[src/rtl/clkout_pkg.sv]
package clkout_pkg;

   typedef enum logic [1:0] {
      PARK_LOW  = 2'b00,
      PARK_HIGH = 2'b01,
      PARK_HIZ  = 2'b10,
      PARK_RSVD = 2'b11
   } park_t;

endpackage

[src/rtl/clkout_divider.sv]
module clkout_divider #(
   parameter int EXP_W = 3,
   parameter int PH_W  = 7,
   localparam int MAX_EXP = (1 << EXP_W) - 1,
   localparam int CNT_W   = MAX_EXP
) (
   input  logic             clk_i,
   input  logic             rst_ni,
   input  logic [EXP_W-1:0] act_exp_i,
   input  logic [EXP_W-1:0] nxt_exp_i,
   input  logic             reload_i,
   input  logic [PH_W-1:0]  phase_i,
   output logic             started_o,
   output logic             load_o,
   output logic             div_o,
   output logic [CNT_W-1:0] cnt_o
);

   function automatic logic [CNT_W-1:0] last_count(input logic [EXP_W-1:0] e);
      logic [CNT_W:0] t;
      t = ({{CNT_W{1'b0}}, 1'b1} << e) - 1'b1;
      return t[CNT_W-1:0];
   endfunction

   logic [CNT_W-1:0] cnt_q;
   logic             started_q;
   logic             wrap;
   logic [CNT_W-1:0] ph_ext;
   logic [CNT_W-1:0] seed;
   logic [MAX_EXP:0] taps;

   // fit the phase word to the counter width
   generate
      if (PH_W >= CNT_W) begin : g_ph_trunc
         assign ph_ext = phase_i[CNT_W-1:0];
      end else begin : g_ph_ext
         assign ph_ext = {{(CNT_W-PH_W){1'b0}}, phase_i};
      end
   endgenerate

   assign wrap   = started_q && (cnt_q == last_count(act_exp_i));
   assign load_o = !started_q || wrap;
   assign seed   = reload_i ? (ph_ext & last_count(nxt_exp_i)) : '0;

   always_ff @(posedge clk_i or negedge rst_ni) begin
      if (!rst_ni) begin
         cnt_q     <= '0;
         started_q <= 1'b0;
      end else begin
         started_q <= 1'b1;
         cnt_q     <= load_o ? seed : cnt_q + 1'b1;
      end
   end

   // one tap per ratio: high in the first half of each period
   assign taps[0] = ~cnt_q[0];
   generate
      for (genvar i = 1; i <= MAX_EXP; i++) begin : g_tap
         assign taps[i] = ~cnt_q[i-1];
      end
   endgenerate

   assign div_o     = taps[act_exp_i];
   assign started_o = started_q;
   assign cnt_o     = cnt_q;

   p_cnt_in_range_r1 : assert property (@(posedge clk_i) disable iff (!rst_ni)
      started_q |-> ((cnt_q & ~last_count(act_exp_i)) == '0));

   p_cnt_step_r1 : assert property (@(posedge clk_i) disable iff (!rst_ni)
      (started_q && $past(started_q) && !$past(load_o)) |-> (cnt_q == $past(cnt_q) + 1'b1));

endmodule

[src/rtl/clkout_ctrl.sv]
module clkout_ctrl
   import clkout_pkg::*;
#(
   parameter int EXP_W = 3
) (
   input  logic             clk_i,
   input  logic             rst_ni,
   input  logic             load_i,
   input  logic [EXP_W-1:0] div_exp_i,
   input  logic             invert_i,
   input  logic             enable_i,
   input  logic [1:0]       park_sel_i,
   output logic [EXP_W-1:0] act_exp_o,
   output logic [EXP_W-1:0] nxt_exp_o,
   output logic             act_en_o,
   output logic             act_inv_o,
   output park_t            park_o,
   output logic             reload_o
);

   logic [EXP_W-1:0] exp_q;
   logic             en_q;
   logic             inv_q;
   park_t            park_q;

   // exponent 0 is folded onto the minimum ratio
   assign nxt_exp_o = (div_exp_i == '0) ? EXP_W'(1) : div_exp_i;
   assign reload_o  = enable_i && !en_q;

   always_ff @(posedge clk_i or negedge rst_ni) begin
      if (!rst_ni) begin
         exp_q  <= EXP_W'(1);
         en_q   <= 1'b0;
         inv_q  <= 1'b0;
         park_q <= PARK_LOW;
      end else if (load_i) begin
         exp_q  <= nxt_exp_o;
         en_q   <= enable_i;
         inv_q  <= invert_i;
         park_q <= park_t'(park_sel_i);
      end
   end

   assign act_exp_o = exp_q;
   assign act_en_o  = en_q;
   assign act_inv_o = inv_q;
   assign park_o    = park_q;

   p_cfg_hold_r3 : assert property (@(posedge clk_i) disable iff (!rst_ni)
      !$past(load_i) |-> ($stable(en_q) && $stable(exp_q) && $stable(inv_q) && $stable(park_q)));

endmodule

[src/rtl/clkout_park.sv]
module clkout_park
   import clkout_pkg::*;
(
   input  logic  en_i,
   input  logic  inv_i,
   input  logic  div_i,
   input  park_t park_i,
   output logic  clk_o,
   output logic  oe_o
);

   always_comb begin
      if (en_i) begin
         clk_o = div_i ^ inv_i;
         oe_o  = 1'b1;
      end else begin
         unique case (park_i)
            PARK_HIGH: begin clk_o = 1'b1; oe_o = 1'b1; end
            PARK_HIZ:  begin clk_o = 1'b0; oe_o = 1'b0; end
            default:   begin clk_o = 1'b0; oe_o = 1'b1; end
         endcase
      end
   end

endmodule

[src/rtl/clkout_stage.sv]
module clkout_stage
   import clkout_pkg::*;
#(
   parameter int EXP_W = 3,
   parameter int PH_W  = 7
) (
   input  logic             clk_src_i,
   input  logic             rst_ni,
   input  logic [EXP_W-1:0] div_exp_i,
   input  logic             invert_i,
   input  logic             enable_i,
   input  logic [1:0]       park_sel_i,
   input  logic [PH_W-1:0]  phase_i,
   output logic             clk_o,
   output logic             oe_o
);

   localparam int MAX_EXP = (1 << EXP_W) - 1;
   localparam int CNT_W   = MAX_EXP;

   generate
      if (EXP_W < 1 || EXP_W > 4) begin : g_bad_exp
         $error("clkout_stage: EXP_W must lie in 1..4");
      end
      if (PH_W < 1) begin : g_bad_ph
         $error("clkout_stage: PH_W must be positive");
      end
   endgenerate

   logic [EXP_W-1:0] act_exp_w;
   logic [EXP_W-1:0] nxt_exp_w;
   logic             act_en_w;
   logic             act_inv_w;
   park_t            park_w;
   logic             reload_w;
   logic             started_w;
   logic             load_w;
   logic             div_w;
   logic [CNT_W-1:0] cnt_w;

   clkout_ctrl #(.EXP_W(EXP_W)) i_ctrl (
      .clk_i      (clk_src_i),
      .rst_ni     (rst_ni),
      .load_i     (load_w),
      .div_exp_i  (div_exp_i),
      .invert_i   (invert_i),
      .enable_i   (enable_i),
      .park_sel_i (park_sel_i),
      .act_exp_o  (act_exp_w),
      .nxt_exp_o  (nxt_exp_w),
      .act_en_o   (act_en_w),
      .act_inv_o  (act_inv_w),
      .park_o     (park_w),
      .reload_o   (reload_w)
   );

   clkout_divider #(.EXP_W(EXP_W), .PH_W(PH_W)) i_div (
      .clk_i     (clk_src_i),
      .rst_ni    (rst_ni),
      .act_exp_i (act_exp_w),
      .nxt_exp_i (nxt_exp_w),
      .reload_i  (reload_w),
      .phase_i   (phase_i),
      .started_o (started_w),
      .load_o    (load_w),
      .div_o     (div_w),
      .cnt_o     (cnt_w)
   );

   clkout_park i_park (
      .en_i   (act_en_w),
      .inv_i  (act_inv_w),
      .div_i  (div_w),
      .park_i (park_w),
      .clk_o  (clk_o),
      .oe_o   (oe_o)
   );

   p_off_at_wrap_r3 : assert property (@(posedge clk_src_i) disable iff (!rst_ni)
      $fell(act_en_w) |-> (cnt_w == '0));

   p_period_starts_high_r1 : assert property (@(posedge clk_src_i) disable iff (!rst_ni)
      ($past(load_w) && $past(started_w) && $past(act_en_w) && act_en_w)
         |-> (clk_o == !act_inv_w && oe_o));

endmodule

[config.mk]
export PLATFORM = sky130hd
export DESIGN_NAME = clkout_stage
export DESIGN_NICKNAME = d
export VERILOG_FILES = /design/src/rtl/clkout_pkg.sv /design/src/rtl/clkout_divider.sv /design/src/rtl/clkout_ctrl.sv /design/src/rtl/clkout_park.sv /design/src/rtl/clkout_stage.sv
export SDC_FILE = /design/constraint.sdc
export NUM_CORES = 1
export LEC_CHECK = 0
export CAP_MARGIN = 20
export CELL_PAD_IN_SITES_DETAIL_PLACEMENT = 0
export CELL_PAD_IN_SITES_GLOBAL_PLACEMENT = 1
export CORE_ASPECT_RATIO = 0.8
export CORE_MARGIN = 8
export CORE_UTILIZATION = 28
export CTS_BUF_LIST = sky130_fd_sc_hd__clkbuf_4 sky130_fd_sc_hd__clkbuf_8 sky130_fd_sc_hd__clkbuf_16
export DETAILED_ROUTE_END_ITERATION = 10
export MAX_ROUTING_LAYER = met4
export PLACE_DENSITY_LB_ADDON = 0.1
export REMOVE_ABC_BUFFERS = 1
export SLEW_MARGIN = 10
export SYNTH_ARGS = -nofsm -noshare
export SYNTH_HDL_FRONTEND = slang
export SYNTH_SLANG_ARGS = --single-unit
[constraint.sdc]
create_clock -name clk_src_i -period 3.41 [get_ports clk_src_i]
set_clock_uncertainty 0.1 [all_clocks]
set_input_delay 0.682 -clock clk_src_i [delete_from_list [all_inputs] [get_ports clk_src_i]]
set_output_delay 0.682 -clock clk_src_i [all_outputs]
set_load 0.03 [all_outputs]
==> metrics <==
I/O pin total=18; Routed Wire Length=2.32 mm; main flop type after synthesis=dfrtp_1; Post-DRT Antenna Nets=0; final setup vio count=0; Top Metal Used=met4; Synth Instances=99; Die Span Y=70.5 um; post-layout min period=3.26 ns; status=finished clean; CP delay by family, top=buffers and inverters; Bufs on Longest Clock Path=2; Cell variety after synth=39; Power Density=860 nW/um2; Die Area=5930 um2; vias in the first global route=846; nature of the critical path endpoint=output port; Setup Crit Path Kind=flip-flop to output port; largest net degree at the start of global routing=16; crit share post-route=0.957; clock power share=0.136; yosys warns=0; CTS HTree Levels=1; Slew @ Worst Pin=0.675 ns; post-CTS sizing=0; EDFF count, synth=0; Area Growth Syn to Fin=25.9%; 1st-iter DRT viols=33; Startpoint Class=flip-flop; # fillers=364; ys async rst share=1.00; Worst Path Required=2.63 ns; Setup Buffers After CTS=0; Routed WL per cell=14.3 um; hold depth=1; DRC viols=0; most frequent cells in the layout=17 x clkdlybuf4s50_1, 14 x dfrtp_1, 7 x mux2i_1, 7 x mux2_1; layout cells sized above 1=0.100; area of the multi-input gates=634 um2; Clock transition at path regs=0.06 ns; crit path DAT=2.48 ns; RR Startpoint=i_ctrl.act_exp_o[1]$_DFFE_PN0P_; synthesized flop and latch total=15; Setup TNS Final=0 ns; switching share of power=0.411; unrepaired setup endpoints after global routing=no; clock latency on the worst-skew pair=0.24 ns; Pleak=0.519 nW; crit-path max FO=9; Avg Cell Area, Syn=10.5 um2; FF/Latch Area=377 um2; fin cells=162; GR Util All Layers=0.0852; relative slew slack=0.548; Initial Utilization=0.298; cell repeated most along the worst path=a21oi_1; TritonCTS Sinks=15; Routability Congestion=0.780; Hold Startpoint=i_ctrl.park_o[1]$_DFFE_PN0P_; clk root buf=clkbuf_8; NetSw=0.000462 W; Core ar.=3490 um2; metal3 WL=72 um; WL met2=966 um; critical path's slowest cell=clkdlybuf4s50_1; vias=797; Rows=19; Cell Int Power=0.000663 W; Final Hold Fails=0; Placed Cells=158; Final HPWL DP=1.84 mm; Die X=84.1 um; worst path bufs/invs=1; Min Hold Slack=0.387 ns; WL met1=1.27 mm; RR Endpoint=i_ctrl.act_exp_o[2]$_DFFE_PN0P_; Max-Cap Viols=0; Max Fclk=306 MHz; critical path's largest stage delay=0.68 ns; total power=0.00113 W; reg2reg path depth=8; grt ovf=0; Critical Path, Cell by Cell=mux4_2 -> a21oi_1 -> xnor2_1 -> a21oi_1 -> clkdlybuf4s50_1; register area share after synthesis=0.362; initial antenna violation count=0; sequential power share=0.324; R2R setup slack=0.50 ns; n_diodes=0; global-route wire length before repair=4.06 mm; TritonCTS clock tree=built; mapped cell area=1040 um2; routed vias/inst=4.92; Post-CTS Hold Buffers=0; Combinational Power Share=0.540; Hold Crit Class=flip-flop to flip-flop; IO Port Bufs=17; drt pass-1 iters=4; CTS Buf Count=3; most common cell after layout, fill and taps aside=clkdlybuf4s50_1; Layout Nets=140; worst vdd ir=0.221 mV; Hold Path End=i_ctrl.park_o[1]$_DFFE_PN0P_; Final Max Slew Viols=0
final cells by class:
class | instances | area share
clock buffer | 4 | 0.0373
inverter | 1 | 0.00287
multi-input combinational | 80 | 0.485
sequential | 15 | 0.288
tap | 42 | 0.0402
timing repair buffer | 20 | 0.147
metal layers:
layer | global-route usage | vias up
met4 | 0.0172 | 0
met3 | 0.0267 | 2
met1 | 0.113 | 375
met5 | - | -
met2 | 0.124 | 11
li1 | - | 409
worst register-to-register path: cells and delay by family, from the launching register on:
family | cells | cell delay [ns]
AND/OR/NAND/NOR | 2 | 0.68
flip-flops | 1 | 0.47
AO/OA/AOI/OAI | 2 | 0.43
multiplexers | 1 | 0.37
buffers and inverters | 1 | 0.29
adder cells (fa/ha/maj) | 1 | 0.28
XOR/XNOR | 1 | 0.19
synthesized netlist by cell type (3+ instances only):
cell type  number  area [um2]
nand4_1         3        18.8
a21oi_1         3        15.0
nand3_1         6        30.0
or3_1           4        25.0
dfrtp_1        14         350
nor3b_1         3        22.5
nand2_1         6        22.5
mux2_1          7        78.8
mux2i_1         7        70.1
nor2_1          4        15.0
xor2_1          5        43.8
ha_1            3        37.5
xnor2_1         5        43.8
cells by family (layout without fill, tap and decap cells):
kind of cell | Yosys count | after routing | share of synthesized area
XOR/XNOR | 10 | 10 | 0.0842
multiplexers | 16 | 16 | 0.176
buffers and inverters | 5 | 25 | 0.0313
AO/OA/AOI/OAI | 12 | 12 | 0.0975
other | 1 | 2 | 0.00361
AND/OR/NAND/NOR | 37 | 37 | 0.209
adder cells (fa/ha/maj) | 3 | 3 | 0.0361
flip-flops | 15 | 15 | 0.362
sequential cells by signal (all words and copies together) (netlist names):
| register | flops |
|---|---|
| i_ctrl.act_exp_o | 3 |
| i_div.started_o | 1 |
| i_div.cnt_o | 7 |
| i_ctrl.park_o | 2 |
| i_ctrl.act_inv_o | 1 |
| i_ctrl.act_en_o | 1 |
power groups by stage:
| stage | logic [W] | registers, W | clock network, W |
|---|---|---|---|
| floorplan | 0.000435 | 0.000353 | 0 |
| global placement | 0.000610 | 0.000368 | 0 |
| detailed placement | 0.000611 | 0.000370 | 0 |
| CTS | 0.000615 | 0.000366 | 0.000157 |
| global route | 0.000667 | 0.000384 | 0.000164 |
| finish | 0.000608 | 0.000364 | 0.000153 |
per-stage QoR:
stage / utilization / cell area (um2) / setup WS (ns)
finish: 0.375 / 1310 / 0.146
global route: 0.375 / 1310 / 0.0404
CTS: 0.375 / 1310 / 0.116
detailed placement: 0.361 / 1260 / 0.384
global placement: 0.361 / 1260 / 0.410
floorplan: - / 1010 / 0.441
worst max path at each step:
| stage | start | end | slack [ns] | depth (start not counted) |
|---|---|---|---|---|
| final | i_ctrl.act_exp_o[0]$_DFFE_PN1P_ | clk_o | 0.15 | 5 |
| after global routing | i_ctrl.act_exp_o[0]$_DFFE_PN1P_ | clk_o | 0.04 | 5 |
| after global placement | i_ctrl.act_exp_o[0]$_DFFE_PN1P_ | clk_o | 0.41 | 5 |
| after floorplan | i_ctrl.act_exp_o[1]$_DFFE_PN0P_ | i_ctrl.act_exp_o[2]$_DFFE_PN0P_ | 0.44 | 7 |
| after CTS | i_ctrl.act_exp_o[0]$_DFFE_PN1P_ | clk_o | 0.12 | 5 |
| after detailed placement | i_ctrl.act_exp_o[0]$_DFFE_PN1P_ | clk_o | 0.38 | 5 |
Note: power is estimated with default switching activity, not from simulation.
